`src/rtl/quiet_pkg.sv`:
```
package quiet_pkg;

  typedef struct packed {
    logic runStep;   // strobed frame with both samples zero
    logic runClear;  // strobed frame with a nonzero sample
    logic noiseStep; // advance the noise register
    logic noiseSel;  // route the noise bit to the pin
  } quietCtl_t;

  // Feedback tap masks for maximal-length Fibonacci registers
  function automatic logic [31:0] tapMask(input int unsigned width);
    case (width)
      8:       return 32'h0000_00B8;
      16:      return 32'h0000_D008;
      default: return 32'h00E1_0000;
    endcase
  endfunction

endpackage

```
`src/rtl/quiet_ctrl.sv`:
```
module quiet_ctrl
  import quiet_pkg::*;
#(
  parameter int unsigned SAMPLE_W   = 24,
  parameter int unsigned TEST_W     = 9,
  parameter int unsigned NOISE_CODE = 7
) (
  input  logic                frameValid,
  input  logic [SAMPLE_W-1:0] leftSample,
  input  logic [SAMPLE_W-1:0] rightSample,
  input  logic                noiseTick,
  input  logic [TEST_W-1:0]   testMode,
  output quietCtl_t           ctl
);

  logic frameZero;

  always_comb begin
    frameZero     = (leftSample == '0) && (rightSample == '0);
    ctl.runStep   = frameValid && frameZero;
    ctl.runClear  = frameValid && !frameZero;
    ctl.noiseStep = noiseTick;
    ctl.noiseSel  = (testMode == TEST_W'(NOISE_CODE));
  end

endmodule

```
`src/rtl/quiet_dp.sv`:
```
module quiet_dp
  import quiet_pkg::*;
#(
  parameter int unsigned RUN_LEN = 1024,
  parameter int unsigned LFSR_W  = 24,
  parameter logic [LFSR_W-1:0] SEED = LFSR_W'(1)
) (
  input  logic      clk,
  input  logic      rstN,
  input  quietCtl_t ctl,
  output logic      flagOut
);

  localparam int unsigned CNT_W = $clog2(RUN_LEN + 1);
  localparam logic [CNT_W-1:0] RUN_MAX = CNT_W'(RUN_LEN);
  localparam logic [31:0] TAPS_FULL = tapMask(LFSR_W);
  localparam logic [LFSR_W-1:0] TAPS = TAPS_FULL[LFSR_W-1:0];

  logic [CNT_W-1:0]  runCount;
  logic [LFSR_W-1:0] noiseState;
  logic              feedBit;
  logic              silent;

  // zero-run counter, saturating at the run length
  always_ff @(posedge clk) begin
    if (!rstN) begin
      runCount <= '0;
    end else if (ctl.runClear) begin
      runCount <= '0;
    end else if (ctl.runStep && (runCount != RUN_MAX)) begin
      runCount <= runCount + 1'b1;
    end
  end

  // Fibonacci noise register
  assign feedBit = ^(noiseState & TAPS);

  always_ff @(posedge clk) begin
    if (!rstN) begin
      noiseState <= SEED;
    end else if (ctl.noiseStep) begin
      noiseState <= {noiseState[LFSR_W-2:0], feedBit};
    end
  end

  assign silent  = (runCount == RUN_MAX);
  assign flagOut = ctl.noiseSel ? noiseState[LFSR_W-1] : silent;

endmodule

```
`src/rtl/quiet_detect_top.sv`:
```
module quiet_detect_top
  import quiet_pkg::*;
#(
  parameter int unsigned SAMPLE_W   = 24,
  parameter int unsigned TEST_W     = 9,
  parameter int unsigned NOISE_CODE = 7,
  parameter int unsigned RUN_LEN    = 1024,
  parameter int unsigned LFSR_W     = 24,
  parameter logic [LFSR_W-1:0] SEED = LFSR_W'(1)
) (
  input  logic                clk,
  input  logic                rstN,
  input  logic                frameValid,
  input  logic [SAMPLE_W-1:0] leftSample,
  input  logic [SAMPLE_W-1:0] rightSample,
  input  logic                noiseTick,
  input  logic [TEST_W-1:0]   testMode,
  output logic                flagOut
);

  quietCtl_t ctl;

  quiet_ctrl #(
    .SAMPLE_W  (SAMPLE_W),
    .TEST_W    (TEST_W),
    .NOISE_CODE(NOISE_CODE)
  ) u_ctrl (
    .frameValid (frameValid),
    .leftSample (leftSample),
    .rightSample(rightSample),
    .noiseTick  (noiseTick),
    .testMode   (testMode),
    .ctl        (ctl)
  );

  quiet_dp #(
    .RUN_LEN(RUN_LEN),
    .LFSR_W (LFSR_W),
    .SEED   (SEED)
  ) u_dp (
    .clk    (clk),
    .rstN   (rstN),
    .ctl    (ctl),
    .flagOut(flagOut)
  );

endmodule

```
`config.mk`:
```
export PLATFORM = sky130hd
export DESIGN_NAME = quiet_detect_top
export DESIGN_NICKNAME = d
export VERILOG_FILES = /design/src/rtl/quiet_pkg.sv /design/src/rtl/quiet_ctrl.sv /design/src/rtl/quiet_dp.sv /design/src/rtl/quiet_detect_top.sv
export SDC_FILE = /design/constraint.sdc
export NUM_CORES = 1
export LEC_CHECK = 0
export ABC_AREA = 1
export BUFFER_PORTS_ARGS = -buffer_cell sky130_fd_sc_hd__buf_2
export CAP_MARGIN = 20
export CELL_PAD_IN_SITES_DETAIL_PLACEMENT = 1
export CELL_PAD_IN_SITES_GLOBAL_PLACEMENT = 2
export CORE_MARGIN = 2
export CORE_UTILIZATION = 27
export CTS_CLUSTER_DIAMETER = 30
export DETAILED_ROUTE_END_ITERATION = 10
export PLACE_DENSITY = 0.92
export SYNTH_ARGS = -nofsm -noshare
export SYNTH_HDL_FRONTEND = slang
export SYNTH_SLANG_ARGS = --single-unit
```
`constraint.sdc`:
```
create_clock -name clk -period 2.7 [get_ports clk]
set_clock_uncertainty 0.2 [all_clocks]
set_input_delay 0.54 -clock clk [delete_from_list [all_inputs] [get_ports clk]]
set_output_delay 0.54 -clock clk [all_outputs]
set_load 0.1 [all_outputs]
```
## Yosys cells after proc, flatten, opt, wreduce, memory -nomap -nowiden

Index checks and enable logic that the tools add are counted.

| storage, ports and cells | value |
|---|---|
| register bits | 35 |
| logic and storage cells | 17 |
| output and inout bits | 1 |
| input port bits | 61 |

| operators by class | value |
|---|---|
| muxes and demuxes | 1 |
| $add $sub $neg | 1 |
| reduce and logical (&&, ||, !) cells | 9 |
| bitwise operators | 1 |
| eq/ne operators | 3 |

Operators by type and width:

| cell | count |
|---|---|
| $logic_not A24 Y1 | 2 |
| $reduce_xor A24 Y1 | 1 |
| $add A11 B1 Y11 const B | 1 |
| $eq A11 B11 Y1 const B | 1 |
| $ne A11 B11 Y1 const B | 1 |
| $eq A9 B3 Y1 const B | 1 |
| $logic_and A1 B1 Y1 | 4 |
| $reduce_or A2 Y1 | 1 |
| $logic_not A1 Y1 | 1 |
| $mux W1 | 1 |
| $not A1 Y1 | 1 |

## Longest topological paths before layout

Gate-level depths: netlist of run 1.

| depth | value |
|---|---|
| depth after elaboration | 5 |
| mapped depth | 11 |
| mapped depth without buffers | 11 |

## Hierarchy

Synthesis of run 1 repeated with hierarchy kept, for this count alone.

| unflattened totals | value |
|---|---|
| cell total of the unflattened synthesis | 282 |
| area total of the unflattened synthesis | 1813.0 um2 |

Modules (own cells, without submodules):

| module | seq. area each (um2) | area each (um2) | instances | cells an instance |
|---|---|---|---|---|
| quiet_dp | 700.7 | 1567.8 | 1 | 221 |
| quiet_ctrl | 0.0 | 245.2 | 1 | 61 |

## Worst setup path before layout of run 1

No wires, ideal clock.

| timing | value |
|---|---|
| path type | input port to output port |
| start point | in testMode[3] |
| end point | out flagOut |
| arrival | 1625 ps |
| path buffers | 0 |
| data required time | 1960 ps |
| stages | 5 |
| slack | 335 ps |
| path through | nor4_1 > nand4_1 > nand2_1 > o21ai_0 > inv_1 |

| on the way | value |
|---|---|
| cells in the longest elaborated chain, start to end | 2 |

RTL lines:

| element | RTL line | source |
|---|---|---|
| start: declaration | quiet_detect_top.sv:17 | `input logic [TEST_W-1:0] testMode,` |
| $eq A9 B3 Y1 | quiet_ctrl.sv:23 | `ctl.noiseSel = (testMode == TEST_W'(NOISE_CODE));` |
| $mux W1 | quiet_dp.sv:47 | `assign flagOut = ctl.noiseSel ? noiseState[LFSR_W-1] : silent;` |
| end: declaration | quiet_detect_top.sv:18 | `output logic flagOut` |

No other way between the ends.

## Final worst setup path of run 1

| timing | value |
|---|---|
| start point | reg u_dp.runCount[0] |
| end point | out flagOut |

| on the way | value |
|---|---|
| cells in the longest elaborated chain, start to end | 2 |

RTL lines:

| element | RTL line | source |
|---|---|---|
| start: declaration | quiet_dp.sv:19 | `logic [CNT_W-1:0] runCount;` |
| start signal: assignment | quiet_dp.sv:31 | `runCount <= runCount + 1'b1;` |
| $eq A11 B11 Y1 | quiet_dp.sv:46 | `assign silent = (runCount == RUN_MAX);` |
| $mux W1 | quiet_dp.sv:47 |  |

No other way between the ends.

==> out/results.ini, run 1 <==
[sta]
worst_pin_slew_ns = 0.714
min_period_ns = 2.32
hold_violations = 0
fmax_mhz = 431
hold_slack_ns = 0.284
max_slew_margin = 0.524
drv_slew = 0
setup_tns_ns = 0
fin_crit_sh = 0.859
setup_viol = 0
rsz0062_at_grt = no

[pwr]
power_uw = 1160
seq_power_share = 0.476
p_switching_uw = 281
cell_internal_pwr_uw = 876
power.density_nw_per_um2 = 497
vdd_drop_max_uv = 376
pwr-share-comb = 0.102
clock_power_share = 0.422
p_sw_frac = 0.243
p_leak_uw = 0.00104

[cells_and_area]
syn_to_final_growth_pct = 26.8
drive_above_1_share = 0.255
postLayoutCoreUtil = 0.348
final_common_cell = nor2_1
nets = 407
diodes = 0
fill_cells = 887
seq_area_sq_um = 701
multi_input_area_sq_um = 1010
final_cell_mix = 91 x nor2_1, 60 x buf_2, 53 x nand2_1, 35 x dfxtp_1, 24 x o21ai_0

[synth]
ys_types = 20
synth-seq-cells = 35
syn_inst = 284
yosysTopAreaCell = dfxtp_1
ys_warn_count = 0
syn_nets = 347
synthTopCellsByArea = dfxtp_1 38%, nor2_1 19%, nand2_1 11%, o21ai_0 6.5%, nand3_1 4.6%
synth.top_cell.area_share = 0.382
syn_area_sq_um = 1830
yosysSeqAreaShare = 0.382
syn_avg_cell_area_sq_um = 6.46

[routing]
drtAntennaViolNets = 0
vias = 1922
drc = 0
drt-pass1-iter-count = 4
viasPerCell = 4.52
detail_route.wl_per_cell_um = 10.8
drt-initial-drc-count = 31
wirelength_mm = 4.60

[status]
outcome = finished, final reports clean

[clocking]
numCtsBuffers = 5
cts_root_buffer = clkbuf_8
cts_tree = yes
hold_buffers = 0
cts.clk_slew.worst_paths_ns = 0.08
clockBufferDepth = 2
clock_latency_ns = 0.29
cts_setup_buffers = 0
htree_levels = 2
cts.sinks = 35
post_cts_resized = 0

[die]
die_w_um = 86.4
fp.coreArea_sq_um = 6680
io_pins = 62
rows = 30
die_y_um = 86.4
initial_core_util = 0.275
die_area_sq_um = 7470

[grt]
antenna_found_initial = 0
grt_usage = 0.133
grt_max_degree = 26
grt_pass1_wl_mm = 8.18
gr-total-overflow = 0
grt_pass1_vias = 1942

[place]
gp_congestion = 0.794
io_buffers = 61
post-dp-hpwl_mm = 3.51

[critical_path]
required_ns = 1.96
crit_type = flip-flop to output port
crit_arrival_ns = 1.58
path_max_fanout = 4
start_kind = flip-flop
endpoint_kind = output port

[min_path]
hold_path.class = flip-flop to flip-flop

[flow_run]
maxCapViolations = 0

-- state kept, by name (all words and copies together), names as in the netlist --
| signal | flops |
|---|---|
| u_dp.noiseState | 24 |
| u_dp.runCount | 11 |
-- worst max-delay path, cell delays in order (launching register included) --
cell and delay [ns]:
dfxtp_1 0.38, inv_1 0.08, ha_1 0.21, nand3_1 0.10, inv_1 0.05, nand2_1 0.08, nand2_1 0.05, o21ai_0 0.07
inv_1 0.10, buf_12 0.17
-- logic make-up after synthesis --
kind of cell	synth area share
DFF	0.382
and+or+nand+nor	0.435
adders and majority gates	0.0136
xor gates and xnor gates	0.0239
AOI/OAI and AO/OA	0.0778
buffers and inverters	0.0675
-- metrics by stage --
stage          setup WS, ns  area, sq um  std cells
3_5_place_dp          0.476         2210        417
3_3_place_gp          0.512         2210        417
4_1_cts               0.357         2330        425
2_1_floorplan         0.335         1830        284
6_report              0.380         2330        425
5_1_grt               0.218         2330        425
-- synthesized netlist by cell type --
| cell type | n |
|---|---|
| nor2_1 | 91 |
| nand2_1 | 53 |
| dfxtp_1 | 35 |
| o21ai_0 | 24 |
| inv_1 | 21 |
| nand3_1 | 17 |
| nor2_2 | 9 |
| clkbuf_1 | 6 |
| nand4_1 | 5 |
| nand2_2 | 4 |
| nor2_4 | 3 |
| xor2_1 | 3 |
| a21oi_2 | 2 |
| buf_6 | 2 |
| ha_1 | 2 |
| nor3_1 | 2 |
| xnor2_1 | 2 |
| a21oi_1 | 1 |
| nand3_2 | 1 |
| nor4_1 | 1 |
-- final timing paths --
kind | cells past startpoint | startpoint | slack (ns) | end
setup reg to reg | 8 | u_dp.runCount[0]$_SDFFE_PP0P_ | 0.94 | u_dp.runCount[2]$_SDFFE_PP0P_
setup / recovery | 9 | u_dp.runCount[0]$_SDFFE_PP0P_ | 0.38 | flagOut
hold reg to reg | 2 | u_dp.noiseState[0]$_SDFFE_PN1P_ | 0.28 | u_dp.noiseState[0]$_SDFFE_PN1P_
hold / removal | 2 | u_dp.noiseState[0]$_SDFFE_PN1P_ | 0.28 | u_dp.noiseState[0]$_SDFFE_PN1P_
-- metal layers --
layer | vias to the layer above | part of all wire | track usage
met5 | - | 0 | 0
met4 | 0 | 0.0050 | 0.0355
met3 | 4 | 0.025 | 0.0276
met2 | 16 | 0.53 | 0.247
met1 | 891 | 0.44 | 0.153
li1 | 1011 | - | -
-- power groups by stage --
stage               logic, uW  clock network (uW)  registers (uW)
global placement          115                   0             562
global route              137                 523             554
floorplan                64.5                   0             560
CTS                       120                 502             551
finish                    118                 488             551
detailed placement        120                   0             563
-- final cells by class --
cell class              instances  share of cell area
multi-input cells             220               0.434
clock buffers                   5              0.0296
repair buffers                 61               0.138
inverters                      21              0.0339
well taps                      80              0.0430
flip-flops and latches         35               0.301
clock inverters                 3              0.0204
No activity file was read; power rests on OpenSTA's default activity.
==> run 2, diff against run 1 <==
- CORE_ASPECT_RATIO: not set -> 0.8
==> out/results.ini, run 2 (synthesis results as in run 1) <==
[cells_and_area]
diodes = 0  ; unchanged
drive_above_1_share = 0.255  ; unchanged
regMostFlops = u_dp.noiseState  ; unchanged
largest_register_ffs = 24  ; unchanged
syn_to_final_growth_pct = 25.9  ; was 26.8%
nets = 408  ; was 407
final_common_cell = nor2_1  ; unchanged
final_cell_mix = 91 x nor2_1, 60 x buf_2, 53 x nand2_1, 35 x dfxtp_1, 24 x o21ai_0  ; unchanged
top_regs = u_dp.noiseState: 24 flops, u_dp.runCount: 11 flops  ; unchanged

[clocking]
post_cts_resized = 0  ; unchanged
cts.sinks = 35  ; unchanged
clock_latency_ns = 0.29  ; about the same
clockBufferDepth = 2  ; unchanged
numCtsBuffers = 5  ; unchanged
cts_root_buffer = clkbuf_8  ; unchanged
cts_tree = yes  ; unchanged
htree_levels = 2  ; unchanged
cts_setup_buffers = 0  ; unchanged
hold_buffers = 0  ; unchanged
cts.clk_slew.worst_paths_ns = 0.07  ; was 0.08 ns

[critical_path]
crit_top_cell = inv_1  ; unchanged
slowest_delay_ns = 0.39  ; was 0.38 ns
crit_type = flip-flop to output port  ; unchanged
path_max_fanout = 4  ; unchanged
rr_worst_depth = 10  ; was 8
r2r_end = u_dp.runCount[10]$_SDFFE_PP0P_  ; was u_dp.runCount[2]$_SDFFE_PP0P_
crit_end = flagOut  ; unchanged
start_kind = flip-flop  ; unchanged
r2r_slack_ns = 0.89  ; was 0.94 ns
endpoint_kind = output port  ; unchanged
cp_slowest_cell = dfxtp_1  ; unchanged
crit_arrival_ns = 1.59  ; was 1.58 ns
path_cells = inv_1 > ha_1 > nand3_1 > inv_1 > nand2_1 > nand2_1 > o21ai_0 > inv_1 > buf_12  ; unchanged
reg2reg_from = u_dp.runCount[0]$_SDFFE_PP0P_  ; unchanged
required_ns = 1.96  ; about the same
cp-startpoint = u_dp.runCount[0]$_SDFFE_PP0P_  ; unchanged

[grt]
antenna_found_initial = 0  ; unchanged
gr-total-overflow = 0  ; unchanged
grt_pass1_vias = 2062  ; was 1942
grt_usage = 0.149  ; was 0.133
grt_pass1_wl_mm = 8.93  ; was 8.18 mm
grt_max_degree = 26  ; unchanged

[pwr]
cell_internal_pwr_uw = 798  ; was 876 uW
p_switching_uw = 265  ; was 281 uW
power.density_nw_per_um2 = 460  ; was 497 nW/um^2
clock_power_share = 0.367  ; was 0.422
p_sw_frac = 0.249  ; was 0.243
pwr-share-comb = 0.113  ; was 0.102
vdd_drop_max_uv = 170  ; was 376 uV
p_leak_uw = 0.00103  ; was 0.00104 uW
seq_power_share = 0.520  ; was 0.476

[sta]
fmax_mhz = 429  ; was 431 MHz
setup_viol = 0  ; unchanged
hold_violations = 0  ; unchanged
min_period_ns = 2.33  ; was 2.32 ns
fin_crit_sh = 0.864  ; was 0.859
setup_tns_ns = 0  ; unchanged
worst_pin_slew_ns = 0.704  ; was 0.714 ns
drv_slew = 0  ; unchanged
max_slew_margin = 0.530  ; was 0.524
fin_ws_ns = 0.368  ; was 0.380 ns
rsz0062_at_grt = no  ; unchanged

[min_path]
hold_path.class = flip-flop to flip-flop  ; unchanged

[routing]
drc = 0  ; unchanged
drt-initial-drc-count = 94  ; was 31
drtAntennaViolNets = 0  ; unchanged
vias = 1971  ; was 1922
drt-pass1-iter-count = 4  ; unchanged
detail_route.wl_per_cell_um = 11.4  ; was 10.8 um
wirelength_mm = 4.90  ; was 4.60 mm
viasPerCell = 4.59  ; was 4.52

[place]
post-dp-hpwl_mm = 3.65  ; was 3.51 mm
place_ws_ns = 0.418  ; was 0.476 ns
io_buffers = 61  ; unchanged
gp_congestion = 0.739  ; was 0.794

[status]
outcome = finished, final reports clean  ; unchanged

[die]
rows = 26  ; was 30
die_y_um = 77.7  ; was 86.4 um
fp.coreArea_sq_um = 6470  ; was 6680 sq um
initial_core_util = 0.283  ; was 0.275
die_area_sq_um = 7470  ; about the same
die_w_um = 96.2  ; was 86.4 um
io_pins = 62  ; unchanged

[flow_run]
maxCapViolations = 0  ; unchanged

[run 2: cell types whose count changed in the layout (fill, tap and decap cells not counted)]
cell       previous run  this run
buf_4                 0         1
bufinv_16             1         0
clkinv_2              0         1
clkinv_4              1         0
clkbuf_8              5         6
inv_6                 1         0
[run 2: routing by layer]
layer / vias up / wire length, um / global-route usage
li1: 1008 / - / -
met1: 907 / 2350 / 0.192
met2: 52 / 2260 / 0.244
met3: 4 / 245 / 0.0417
met4: 0 / 44 / 0.0343
met5: - / 0 / 0
[run 2: how the worst min path moves through the flow]
stage | start | end | slack, ns | cells after the start
2_1_floorplan | u_dp.noiseState[0]$_SDFFE_PN1P_ | u_dp.noiseState[0]$_SDFFE_PN1P_ | 0.24 | 2
3_3_place_gp | u_dp.noiseState[9]$_SDFFE_PN0P_ | u_dp.noiseState[10]$_SDFFE_PN0P_ | 0.26 | 2
3_5_place_dp | u_dp.noiseState[3]$_SDFFE_PN0P_ | u_dp.noiseState[4]$_SDFFE_PN0P_ | 0.27 | 2
4_1_cts | u_dp.noiseState[12]$_SDFFE_PN0P_ | u_dp.noiseState[13]$_SDFFE_PN0P_ | 0.29 | 2
5_1_grt | u_dp.noiseState[1]$_SDFFE_PN0P_ | u_dp.noiseState[2]$_SDFFE_PN0P_ | 0.32 | 2
6_report | u_dp.noiseState[12]$_SDFFE_PN0P_ | u_dp.noiseState[13]$_SDFFE_PN0P_ | 0.28 | 2
[run 2: power by group through the flow]
stage | clock network [uW] | registers, uW | logic [uW]
finish | 390 | 552 | 120
global route | 426 | 555 | 141
CTS | 400 | 552 | 123
detailed placement | 0 | 564 | 122
global placement | 0 | 563 | 117
floorplan | 0 | 560 | 64.5
[run 2: critical path, delay by kind of cell, from the launching register on]
family	cells	cell delay (ns)
flip-flops	1	0.39
adder cells (fa/ha/maj)	1	0.20
AO/OA/AOI/OAI	1	0.07
AND/OR/NAND/NOR	3	0.25
buffers and inverters	4	0.39
[run 2: area by class of cell]
class / count / area, sq um
clock buffer: 6 / 82.6
tap: 84 / 105
fill: 860 / 4160
clock inverter: 1 / 5.00
inverter: 21 / 78.8
timing repair buffer: 62 / 328
multi-input combinational: 220 / 1010
sequential: 35 / 701
[run 2: metrics by stage]
stage | hold slack [ns] | utilization | instances | cell area, sq um | total power (uW)
2_1_floorplan | 0.243 | - | 284 | 1830 | 625
3_3_place_gp | 0.258 | 0.343 | 422 | 2220 | 680
3_5_place_dp | 0.271 | 0.343 | 422 | 2220 | 686
4_1_cts | 0.292 | 0.357 | 429 | 2310 | 1070
5_1_grt | 0.319 | 0.357 | 429 | 2310 | 1120
6_report | 0.284 | 0.357 | 429 | 2310 | 1060
==> run 3, diff against run 2 <==
- BUFFER_PORTS_ARGS: -buffer_cell sky130_fd_sc_hd__buf_2 -> -buffer_cell sky130_fd_sc_hd__buf_4
- MAX_ROUTING_LAYER: not set -> met4
==> out/results.ini, run 3 (synthesis results as in run 1) <==
[sta]
rsz0062_at_grt = no  ; unchanged
fin_crit_sh = 0.877  ; was 0.864
setup_tns_ns = 0  ; unchanged
setup_viol = 0  ; unchanged
worst_pin_slew_ns = 0.715  ; was 0.704 ns
fmax_mhz = 423  ; was 429 MHz
drv_slew = 0  ; unchanged
min_period_ns = 2.37  ; was 2.33 ns
max_slew_margin = 0.523  ; was 0.530
fin_ws_ns = 0.333  ; was 0.368 ns
hold_violations = 0  ; unchanged

[pwr]
p_switching_uw = 270  ; was 265 uW
p_sw_frac = 0.227  ; was 0.249
vdd_drop_max_uv = 170  ; about the same
seq_power_share = 0.464  ; was 0.520
p_leak_uw = 0.00109  ; was 0.00103 uW
pwr-share-comb = 0.121  ; was 0.113
clock_power_share = 0.415  ; was 0.367
cell_internal_pwr_uw = 919  ; was 798 uW
power.density_nw_per_um2 = 482  ; was 460 nW/um^2

[critical_path]
r2r_end = u_dp.runCount[10]$_SDFFE_PP0P_  ; unchanged
rr_worst_depth = 10  ; unchanged
crit_end = flagOut  ; unchanged
required_ns = 1.96  ; about the same
cp-startpoint = u_dp.runCount[0]$_SDFFE_PP0P_  ; unchanged
path_max_fanout = 4  ; unchanged
endpoint_kind = output port  ; unchanged
r2r_slack_ns = 0.88  ; was 0.89 ns
crit_arrival_ns = 1.63  ; was 1.59 ns
start_kind = flip-flop  ; unchanged
reg2reg_from = u_dp.runCount[0]$_SDFFE_PP0P_  ; unchanged
crit_type = flip-flop to output port  ; unchanged

[cells_and_area]
syn_to_final_growth_pct = 34.7  ; was 25.9%
final_common_cell = nor2_1  ; unchanged
largest_register_ffs = 24  ; unchanged
diodes = 0  ; unchanged
regMostFlops = u_dp.noiseState  ; unchanged
top_regs = u_dp.noiseState: 24 flops, u_dp.runCount: 11 flops  ; unchanged
nets = 407  ; was 408
drive_above_1_share = 0.255  ; unchanged
final_cell_mix = 91 x nor2_1, 61 x buf_4, 53 x nand2_1, 35 x dfxtp_1, 24 x o21ai_0  ; was 91 x nor2_1, 60 x buf_2, 53 x nand2_1, 35 x dfxtp_1, 24 x o21ai_0

[routing]
drc = 0  ; unchanged
viasPerCell = 4.50  ; was 4.59
detail_route.wl_per_cell_um = 11.3  ; was 11.4 um
vias = 1930  ; was 1971
drt-pass1-iter-count = 4  ; unchanged
wirelength_mm = 4.84  ; was 4.90 mm
drtAntennaViolNets = 0  ; unchanged
drt-initial-drc-count = 58  ; was 94

[grt]
grt_pass1_wl_mm = 8.84  ; was 8.93 mm
antenna_found_initial = 0  ; unchanged
gr-total-overflow = 0  ; unchanged
grt_max_degree = 26  ; unchanged
grt_pass1_vias = 2010  ; was 2062
grt_usage = 0.151  ; was 0.149

[clocking]
clock_latency_ns = 0.28  ; was 0.29 ns
clockBufferDepth = 2  ; unchanged
cts_tree = yes  ; unchanged
cts.sinks = 35  ; unchanged
numCtsBuffers = 5  ; unchanged
hold_buffers = 0  ; unchanged
cts_root_buffer = clkbuf_8  ; unchanged
cts_setup_buffers = 0  ; unchanged
post_cts_resized = 0  ; unchanged
cts.clk_slew.worst_paths_ns = 0.07  ; about the same
htree_levels = 2  ; unchanged

[die]
die_w_um = 96.2  ; unchanged
die_y_um = 77.7  ; unchanged
die_area_sq_um = 7470  ; unchanged
io_pins = 62  ; unchanged
fp.coreArea_sq_um = 6470  ; unchanged
rows = 26  ; unchanged
initial_core_util = 0.283  ; unchanged

[flow_run]
maxCapViolations = 0  ; unchanged

[status]
outcome = finished, final reports clean  ; unchanged

[min_path]
hold_path.class = flip-flop to flip-flop  ; unchanged
min_path_cells = 2  ; unchanged

[place]
place_ws_ns = 0.364  ; was 0.418 ns
gp_congestion = 0.695  ; was 0.739
post-dp-hpwl_mm = 3.75  ; was 3.65 mm
io_buffers = 61  ; unchanged

## run 3: power groups by stage
stage	logic (uW)	registers, uW	clock network [uW]
floorplan	64.5	560	0
global placement	141	562	0
detailed placement	145	564	0
CTS	146	552	508
global route	167	555	528
finish	144	552	494
## run 3: final cells by class
class,instances,area [sq um]
multi-input cells,220,1010
clock buffers,6,82.6
well taps,84,105
flip-flops and latches,35,701
inverters,21,78.8
fillers,851,4000
repair buffers,61,458
clock inverters,2,35.0
## run 3: per-layer routing
metal  vias to the layer above  share of wire  track usage
met2                        40           0.45        0.236
met5                         -              0            -
met4                         0         0.0074       0.0386
li1                       1007              -            -
met3                         5          0.044       0.0320
met1                       878           0.50        0.198
## run 3: worst min path at each step
stage	startpoint	end	slack, ns
2_1_floorplan	u_dp.noiseState[0]$_SDFFE_PN1P_	u_dp.noiseState[0]$_SDFFE_PN1P_	0.24
3_3_place_gp	u_dp.noiseState[0]$_SDFFE_PN1P_	u_dp.noiseState[0]$_SDFFE_PN1P_	0.26
3_5_place_dp	u_dp.noiseState[0]$_SDFFE_PN1P_	u_dp.noiseState[0]$_SDFFE_PN1P_	0.27
4_1_cts	u_dp.noiseState[4]$_SDFFE_PN0P_	u_dp.noiseState[5]$_SDFFE_PN0P_	0.28
5_1_grt	u_dp.noiseState[14]$_SDFFE_PN0P_	u_dp.noiseState[15]$_SDFFE_PN0P_	0.32
6_report	u_dp.noiseState[4]$_SDFFE_PN0P_	u_dp.noiseState[5]$_SDFFE_PN0P_	0.28
## run 3: stage by stage
step	instances	hold slack (ns)	power, uW	utilization	instance area (sq um)
floorplan	284	0.243	625	-	1830
finish	429	0.284	1190	0.382	2470
detailed placement	421	0.268	709	0.363	2350
CTS	429	0.284	1210	0.382	2470
global route	429	0.322	1250	0.382	2470
global placement	421	0.256	703	0.363	2350
## run 3: worst max-delay path: stages (launching register included)
cell     delay (ns)
dfxtp_1        0.38
inv_1          0.08
ha_1           0.22
nand3_1        0.11
inv_1          0.05
nand2_1        0.10
nand2_1        0.06
o21ai_0        0.06
inv_1          0.05
buf_4          0.23
